`src/rtl/bsr_pkg.sv`:
```
package bsr_pkg;

    typedef enum logic [1:0] {
        ST_IDLE = 2'd0,
        ST_HOLD = 2'd1,
        ST_XFER = 2'd2
    } bsr_state_e;

    function automatic int cnt_width(input int waits);
        int w;
        w = $clog2(waits + 1);
        return (w < 1) ? 1 : w;
    endfunction

endpackage

```
`src/rtl/bsr_bus_sample.sv`:
```
module bsr_bus_sample #(
    parameter int DW = 8
) (
    input  logic          clk,
    input  logic          rst_n,
    input  logic          phi2,
    input  logic          cs_n,
    input  logic          rw,
    input  logic [DW-1:0] d_in,
    output logic          sel_q,
    output logic          rw_q,
    output logic          phi_high,
    output logic          fall,
    output logic          hp_sel,
    output logic          hp_rw,
    output logic [DW-1:0] hp_d
);

    logic phi_q;
    logic phi_qq;

    always_ff @(posedge clk) begin
        if (!rst_n) begin
            phi_q  <= 1'b0;
            phi_qq <= 1'b0;
            sel_q  <= 1'b0;
            rw_q   <= 1'b1;
        end else begin
            phi_q  <= phi2;
            phi_qq <= phi_q;
            sel_q  <= ~cs_n;
            rw_q   <= rw;
        end
    end

    // Snapshot of the bus taken while the data phase is high; used at the fall.
    always_ff @(posedge clk) begin
        if (!rst_n) begin
            hp_sel <= 1'b0;
            hp_rw  <= 1'b1;
            hp_d   <= '0;
        end else if (phi2) begin
            hp_sel <= ~cs_n;
            hp_rw  <= rw;
            hp_d   <= d_in;
        end
    end

    assign phi_high = phi_q;
    assign fall     = phi_qq & ~phi_q;

endmodule

```
`src/rtl/bsr_wait_timer.sv`:
```
module bsr_wait_timer #(
    parameter int WAIT_CYCLES = 1
) (
    input  logic clk,
    input  logic rst_n,
    input  logic load,
    input  logic dec,
    output logic last
);

    localparam int CW = bsr_pkg::cnt_width(WAIT_CYCLES);

    generate
        if (WAIT_CYCLES == 0) begin : g_none
            logic unused_inputs;
            assign unused_inputs = clk ^ rst_n ^ load ^ dec;
            assign last = 1'b1;
        end else begin : g_count
            logic [CW-1:0] cnt;

            always_ff @(posedge clk) begin
                if (!rst_n) begin
                    cnt <= '0;
                end else if (load) begin
                    cnt <= CW'(WAIT_CYCLES);
                end else if (dec) begin
                    cnt <= cnt - 1'b1;
                end
            end

            assign last = (cnt == CW'(1));

            a_r4_no_underflow: assert property (@(posedge clk) disable iff (!rst_n)
                dec |-> (cnt != '0));
        end
    endgenerate

endmodule

```
`src/rtl/bsr_strobe_split.sv`:
```
module bsr_strobe_split #(
    parameter int DW = 8
) (
    input  logic          clk,
    input  logic          rst_n,
    input  logic          in_xfer,
    input  logic          sel_q,
    input  logic          rw_q,
    input  logic          phi_high,
    input  logic          fall,
    input  logic          hp_sel,
    input  logic          hp_rw,
    input  logic [DW-1:0] store_q,
    output logic          rd_en,
    output logic          we_pulse,
    output logic [DW-1:0] d_out
);

    always_comb begin
        rd_en    = in_xfer & sel_q & rw_q & phi_high;
        we_pulse = in_xfer & fall & hp_sel & ~hp_rw;
        d_out    = rd_en ? store_q : '0;
    end

    a_r2_strobes_exclusive: assert property (@(posedge clk) disable iff (!rst_n)
        !(rd_en && we_pulse));

    a_r6_single_pulse: assert property (@(posedge clk) disable iff (!rst_n)
        we_pulse |=> !we_pulse);

endmodule

```
`src/rtl/bsr_wait_slave.sv`:
```
module bsr_wait_slave #(
    parameter int DW          = 8,
    parameter int WAIT_CYCLES = 1
) (
    input  logic          clk,
    input  logic          rst_n,
    input  logic          phi2,
    input  logic          cs_n,
    input  logic          rw,
    input  logic [DW-1:0] d_in,
    output logic [DW-1:0] d_out,
    output logic          d_oe,
    output logic          we_stb,
    output logic          rdy
);

    import bsr_pkg::*;

    bsr_state_e    state;
    bsr_state_e    nxt;
    logic          sel_q;
    logic          rw_q;
    logic          phi_high;
    logic          fall;
    logic          hp_sel;
    logic          hp_rw;
    logic [DW-1:0] hp_d;
    logic          t_load;
    logic          t_dec;
    logic          t_last;
    logic          rd_en;
    logic          we_pulse;
    logic [DW-1:0] store_q;
    logic          rdy_q;
    logic          rdy_d;

    bsr_bus_sample #(.DW(DW)) u_sample (
        .clk      (clk),
        .rst_n    (rst_n),
        .phi2     (phi2),
        .cs_n     (cs_n),
        .rw       (rw),
        .d_in     (d_in),
        .sel_q    (sel_q),
        .rw_q     (rw_q),
        .phi_high (phi_high),
        .fall     (fall),
        .hp_sel   (hp_sel),
        .hp_rw    (hp_rw),
        .hp_d     (hp_d)
    );

    bsr_wait_timer #(.WAIT_CYCLES(WAIT_CYCLES)) u_timer (
        .clk   (clk),
        .rst_n (rst_n),
        .load  (t_load),
        .dec   (t_dec),
        .last  (t_last)
    );

    // Next state and timer control
    always_comb begin
        nxt    = state;
        t_load = 1'b0;
        t_dec  = 1'b0;
        unique case (state)
            ST_IDLE: begin
                if (sel_q && !phi_high) begin
                    if (WAIT_CYCLES == 0) begin
                        nxt = ST_XFER;
                    end else begin
                        nxt    = ST_HOLD;
                        t_load = 1'b1;
                    end
                end
            end
            ST_HOLD: begin
                if (fall) begin
                    t_dec = 1'b1;
                    if (t_last) begin
                        nxt = ST_XFER;
                    end
                end
            end
            ST_XFER: begin
                if (fall) begin
                    nxt = ST_IDLE;
                end
            end
            default: nxt = ST_IDLE;
        endcase
        rdy_d = (nxt != ST_HOLD);
    end

    // State register and the single ready flip-flop
    always_ff @(posedge clk) begin
        if (!rst_n) begin
            state <= ST_IDLE;
            rdy_q <= 1'b1;
        end else begin
            state <= nxt;
            rdy_q <= rdy_d;
        end
    end

    bsr_strobe_split #(.DW(DW)) u_strobe (
        .clk      (clk),
        .rst_n    (rst_n),
        .in_xfer  (state == ST_XFER),
        .sel_q    (sel_q),
        .rw_q     (rw_q),
        .phi_high (phi_high),
        .fall     (fall),
        .hp_sel   (hp_sel),
        .hp_rw    (hp_rw),
        .store_q  (store_q),
        .rd_en    (rd_en),
        .we_pulse (we_pulse),
        .d_out    (d_out)
    );

    // The one data register
    always_ff @(posedge clk) begin
        if (!rst_n) begin
            store_q <= '0;
        end else if (we_pulse) begin
            store_q <= hp_d;
        end
    end

    // Outputs
    always_comb begin
        d_oe   = rd_en;
        we_stb = we_pulse;
        rdy    = rdy_q;
    end

    a_r3_select_pulls_rdy: assert property (@(posedge clk) disable iff (!rst_n)
        ((WAIT_CYCLES > 0) && (state == ST_IDLE) && sel_q && !phi_high) |=> !rdy);

    a_r4_release_at_fall: assert property (@(posedge clk) disable iff (!rst_n)
        $rose(rdy) |-> $past(fall));

    a_r5_rdy_low_phase: assert property (@(posedge clk) disable iff (!rst_n)
        $past(phi2) |-> $stable(rdy));

    a_r6_write_when_ready: assert property (@(posedge clk) disable iff (!rst_n)
        we_pulse |-> rdy);

    a_r7_oe_when_ready: assert property (@(posedge clk) disable iff (!rst_n)
        d_oe |-> rdy);

endmodule

```
`config.mk`:
```
export PLATFORM = sky130hd
export DESIGN_NAME = bsr_wait_slave
export DESIGN_NICKNAME = d
export VERILOG_FILES = /design/src/rtl/bsr_pkg.sv /design/src/rtl/bsr_bus_sample.sv /design/src/rtl/bsr_wait_timer.sv /design/src/rtl/bsr_strobe_split.sv /design/src/rtl/bsr_wait_slave.sv
export SDC_FILE = /design/constraint.sdc
export NUM_CORES = 1
export LEC_CHECK = 0
export BUFFER_PORTS_ARGS = -buffer_cell sky130_fd_sc_hd__buf_2
export CAP_MARGIN = 20
export CORE_MARGIN = 2
export CORE_UTILIZATION = 46
export CTS_CLUSTER_SIZE = 40
export DETAILED_ROUTE_END_ITERATION = 8
export PLACE_DENSITY = 0.72
export SETUP_SLACK_MARGIN = 0.05
export SLEW_MARGIN = 20
export SYNTH_ARGS = -nofsm -noshare
export SYNTH_HDL_FRONTEND = slang
export SYNTH_HIERARCHICAL = 1
export SYNTH_SLANG_ARGS = --single-unit
```
`constraint.sdc`:
```
create_clock -name clk -period 1.3 [get_ports clk]
set_input_delay 0 -clock clk [delete_from_list [all_inputs] [get_ports clk]]
set_output_delay 0 -clock clk [all_outputs]
set_load 0.05 [all_outputs]
```
-- Word level (Yosys, flattened, before mapping)
Cells that the tools add are included.
Widths: inputs -> output; s select.
- register bits after elaboration: 26
- bits of input ports: 13
- logic and storage cells: 41
- reductions and logical operators: 4
- equality and inequality tests: 3
- bitwise gates (word level): 10
- add/sub/neg operators: 1
- muxes and demuxes: 12
- operator list (operator ; number):
    $mux 2 ; 4
    $mux 8 ; 1
    $and 1x1->1 ; 7
    $mux 1 ; 6
    $pmux 2 s3 ; 1
    $not 1->1 ; 3
    $eq 2x1->1 const B ; 1
    $eq 2x2->1 const B ; 1
    $logic_not 2->1 ; 1
    $ne 2x1->1 const B ; 1
    $reduce_bool 2->1 ; 1
    $logic_and 1x1->1 ; 1
    $logic_not 1->1 ; 1
    $sub 1x1->1 const B ; 1

-- Longest topological paths before layout
- word-level depth: 6
- mapped depth: 5
- gate-level depth less buffers: 5

-- Cells and area by module
Netlist, hierarchy kept.
- by module, submodules not included (module ; sequential area each (um2) ; area each (um2) ; cells each ; times used):
    bsr_bus_sample ; 280.3 ; 485.5 ; 41 ; 1
    bsr_wait_slave ; 220.2 ; 444.2 ; 40 ; 1
    bsr_strobe_split ; 0.0 ; 101.3 ; 11 ; 1
    bsr_wait_timer ; 20.0 ; 36.3 ; 3 ; 1

-- Worst setup path before layout
Ideal clock, no wire load.
- path type: reg2reg
- start: register state[0]
- end: register store_q[0]
- period minus slack after synthesis: 1541 ps
- path slack: -241 ps
- cell stages (with the launch flop): 6
- arrival: 1425 ps
- data required time: 1184 ps
- cell sequence: dfxtp_1 and2b_1 and4b_2 buf_4 mux2i_1 nor2b_1
- word-level cells in the longest chain between the ends: 4
- ends and longest elaborated chain (item ; RTL line ; RTL):
    from (decl) ; bsr_wait_slave.sv:19 ; bsr_state_e state;
    from (signal assigned) ; bsr_wait_slave.sv:101 ; state <= nxt;
    $eq 2x2->1 ; bsr_wait_slave.sv:109 ; .in_xfer (state == ST_XFER),
    $and 1x1->1 (3 in a row) ; bsr_strobe_split.sv:21 ; we_pulse = in_xfer & fall & hp_sel & ~hp_rw;
    via we_stb ; bsr_wait_slave.sv:13 ; output logic we_stb,
    to (signal assigned) ; bsr_wait_slave.sv:127 ; store_q <= hp_d;
    to (decl) ; bsr_wait_slave.sv:33 ; logic [DW-1:0] store_q;
The timed path passes the listed nets, and every way through them passes these cells.
A chain may end at the register's enable or synchronous reset.

-- Worst setup path after layout
- start: register state[0]
- end: output port d_out[4]
- word-level cells in the longest chain between the ends: 5
- ends and longest elaborated chain (item ; RTL line ; RTL):
    $eq 2x2->1 ; bsr_wait_slave.sv:109 ;
    $and 1x1->1 (3 in a row) ; bsr_strobe_split.sv:20 ; rd_en = in_xfer & sel_q & rw_q & phi_high;
    $mux 8 ; bsr_strobe_split.sv:22 ; d_out = rd_en ? store_q : '0;
    to (decl) ; bsr_wait_slave.sv:11 ; output logic [DW-1:0] d_out,
No other way between the ends.

==> flow_summary.toml <==
[status]
outcome = "complete, but fails checks"
violations = "negative setup slack"

[worst_setup_path]
start_kind = "flop"
r2r_end = "store_q[0]"
crit_fanout = 5
regToRegStartpoint = "state[0]"
startpoint = "state[0]"
end_kind = "output pin"
arrival_ns = 1.47
crit_required_ns = 1.30
reg2reg_slack_ns = -0.12
worst-setup-path-type = "flop to output pin"
r2r_cells = 6

[floorplanning]
coreArea_mm2 = 0.00221
ios = 24
start_util_pct = 48.2
die_h_um = 52.2
fp-row-count = 17
die_area_mm2 = 0.00272
die_width_um = 52.2

[synthesis]
postSynthCellCount = 95
synth-simple-area-share_pct = 26.6
yosysWarnings = 6
synthXorXnorAreaFrac_pct = 0.821
ys_types = 24
yosysSeqAreaShare_pct = 48.8
syn-cell-area_mm2 = 0.00107
synthAdderAreaFrac_pct = 0
syn_avg_cell_area_um2 = 11.2
synth_top_family_by_area = "simple AND/OR/NAND/NOR gates"
ys_ff_latch = 26
synth_compound_area_share_pct = 3.99
syn_nets = 108
synthMuxAreaShare_pct = 15.9

[job]
max_cap_viol_count = 0

[timing]
max_freq_mhz = 678
finalCritPeriodShare_pct = 113
fin_worst_skew_ns = 0.00279
slew_headroom_pct = 75.7
worst_slack_ns = -0.175
whs_ns = 0.0315
grt_setup_unrepaired = "yes"
finalHoldViolCount = 0
finalCriticalPeriod_ns = 1.47
slew_viol_final = 0
setup_viol = 18
max_slew.worst_pin.slew_ns = 0.364

[final_layout]
final_nets = 149
mostFrequentLayoutCells = "23 x dfxtp_1, 17 x mux2i_1, 17 x nor2b_1"
area_delta_synth_final_pct = 40.9
register_area_um2 = 524
multiInputGateArea_um2 = 514
drive_gt1_share_pct = 38.5
final_common_cell = "dfxtp_1"
instances_no_fill = 163
diodes = 0
fill_cells = 179

[clock_network]
clk_pin_slew_ns = 0.13
cts_tree = "done"
cts_sinks = 26
root_buffer = "clkbuf_4"
numCtsBuffers = 3
htreeDepth = 1
max-clock-path-buffers = 2
clk_latency_ns = 0.31

[power]
peakVddDrop_v = 0.00100
p_total_uw = 1380
cellLeakagePower_uw = 0.000634
powerDensity_mw_per_mm2 = 914

[route]
drc_errors = 0
wl_per_cell_um = 13.0
vias_per_cell = 4.78
totalWireLength_mm = 2.13
vias = 779
antenna_left = 0
initialDrtViolationCount = 11
drtPass1Iterations = 3

[min_path]
hold_class = "primary input to flop"
min_to = "u_sample/hp_rw"
min_path_cells = 2
min_from = "rst_n"

[place]
portBuffers = 23
dp_cells = 146
hpwlAfterDp_mm = 1.23
place_congestion = 0.726

[global_route]
grt_pass1_vias = 772
grt_usage_pct = 17.6
antenna_found_initial = 0
grt_start_max_net_pins = 27
grt_overflow = 0
grt_pass1_wl_mm = 3.49
-- what timing repair did --
item / 4_1_cts / 5_1_grt
endpoints found under the hold margin: 12 / 0
hold buffers: 10 / 0
resized for setup: 32 / 7
setup endpoints to repair: 18 / 19
buffers inserted: 2 / 1
pin swaps: 10 / 0
-- layer usage --
metal | GRT usage [%] | part of all wire (%) | up-vias
met2 | 28.9 | 50 | 17
met1 | 21.8 | 44 | 363
met4 | 8.97 | 2.7 | 0
met5 | 0 | 0 | -
li1 | - | - | 393
met3 | 3.43 | 3.3 | 6
-- stage by stage --
| step | worst slack, ns | setup TNS, ns | utilization, % | instance area [µm²] |
|---|---|---|---|---|
| global route | -0.233 | -3.17 | 68.0 | 1500 |
| floorplan | -0.113 | -0.903 | - | 1080 |
| CTS | -0.177 | -1.56 | 67.0 | 1480 |
| finish | -0.175 | -2.33 | 68.0 | 1500 |
| global placement | 0.0570 | 0 | 55.3 | 1220 |
| detailed placement | 0.0355 | 0 | 55.3 | 1220 |
-- sequential cells by signal, summed over array words and instances (netlist names) --
name / cells
u_sample/sel_q: 1
u_timer/last: 1
u_sample/hp_sel: 1
u_sample/hp_rw: 1
u_sample/phi_high: 1
u_sample/phi_qq: 1
state: 2
u_sample/rw_q: 1
store_q: 8
u_sample/hp_d: 8
rdy: 1
-- worst max path at each step --
stage | endpoint | slack (ns) | cells past startpoint
finish | d_out[4] | -0.17 | 5
global route | d_out[4] | -0.23 | 5
global placement | store_q[4] | 0.06 | 4
CTS | d_out[1] | -0.18 | 5
floorplan | store_q[0] | -0.11 | 5
detailed placement | store_q[4] | 0.04 | 4
-- final cells by class --
| type | count | area share [%] |
|---|---|---|
| Sequential cell | 26 | 34.9 |
| Multi-Input combinational cell | 63 | 34.2 |
| Timing Repair Buffer | 41 | 26.0 |
| Clock buffer | 4 | 2.41 |
| Tap cell | 28 | 2.33 |
| Inverter | 1 | 0.250 |
-- cell families (layout without fill, tap and decap cells) --
kind of cell    count (synthesis)  in the layout
compound gates                  6              6
flops                          26             26
xor+xnor                        1              1
buf+inv                         6             46
mux                            17             17
simple gates                   39             39
-- Yosys cell counts --
library cell,count,area [µm²]
mux2i_1,17,170
xor2_1,1,8.76
and2_4,8,70.1
nor2b_1,18,113
nand4b_1,1,8.76
and4b_2,1,11.3
buf_4,1,7.51
nor2_1,1,3.75
a21oi_1,1,5.00
nand2_1,3,11.3
inv_1,1,3.75
nand2b_1,2,12.5
buf_6,2,22.5
o21a_1,2,15.0
nor4b_4,1,23.8
a21boi_0,1,7.51
clkbuf_1,2,7.51
and2_2,1,7.51
and2_1,1,6.26
dfxtp_1,26,521
and2b_1,1,7.51
o211a_1,1,10.0
and4_1,1,8.76
o21ai_1,1,5.00
-- critical path, cell delays in order (launching register included) --
cell	delay, ns
dfxtp_2	0.34
and2b_2	0.21
and4_4	0.22
buf_6	0.12
and2_4	0.14
buf_8	0.13
-- power breakdown --
group,internal (µW),leakage (µW),switching [µW]
clock,171,0.0000210,219
sequential,829,0.000214,19.6
combinational,78.3,0.000398,58.3
(Power assumes the default switching activity.)
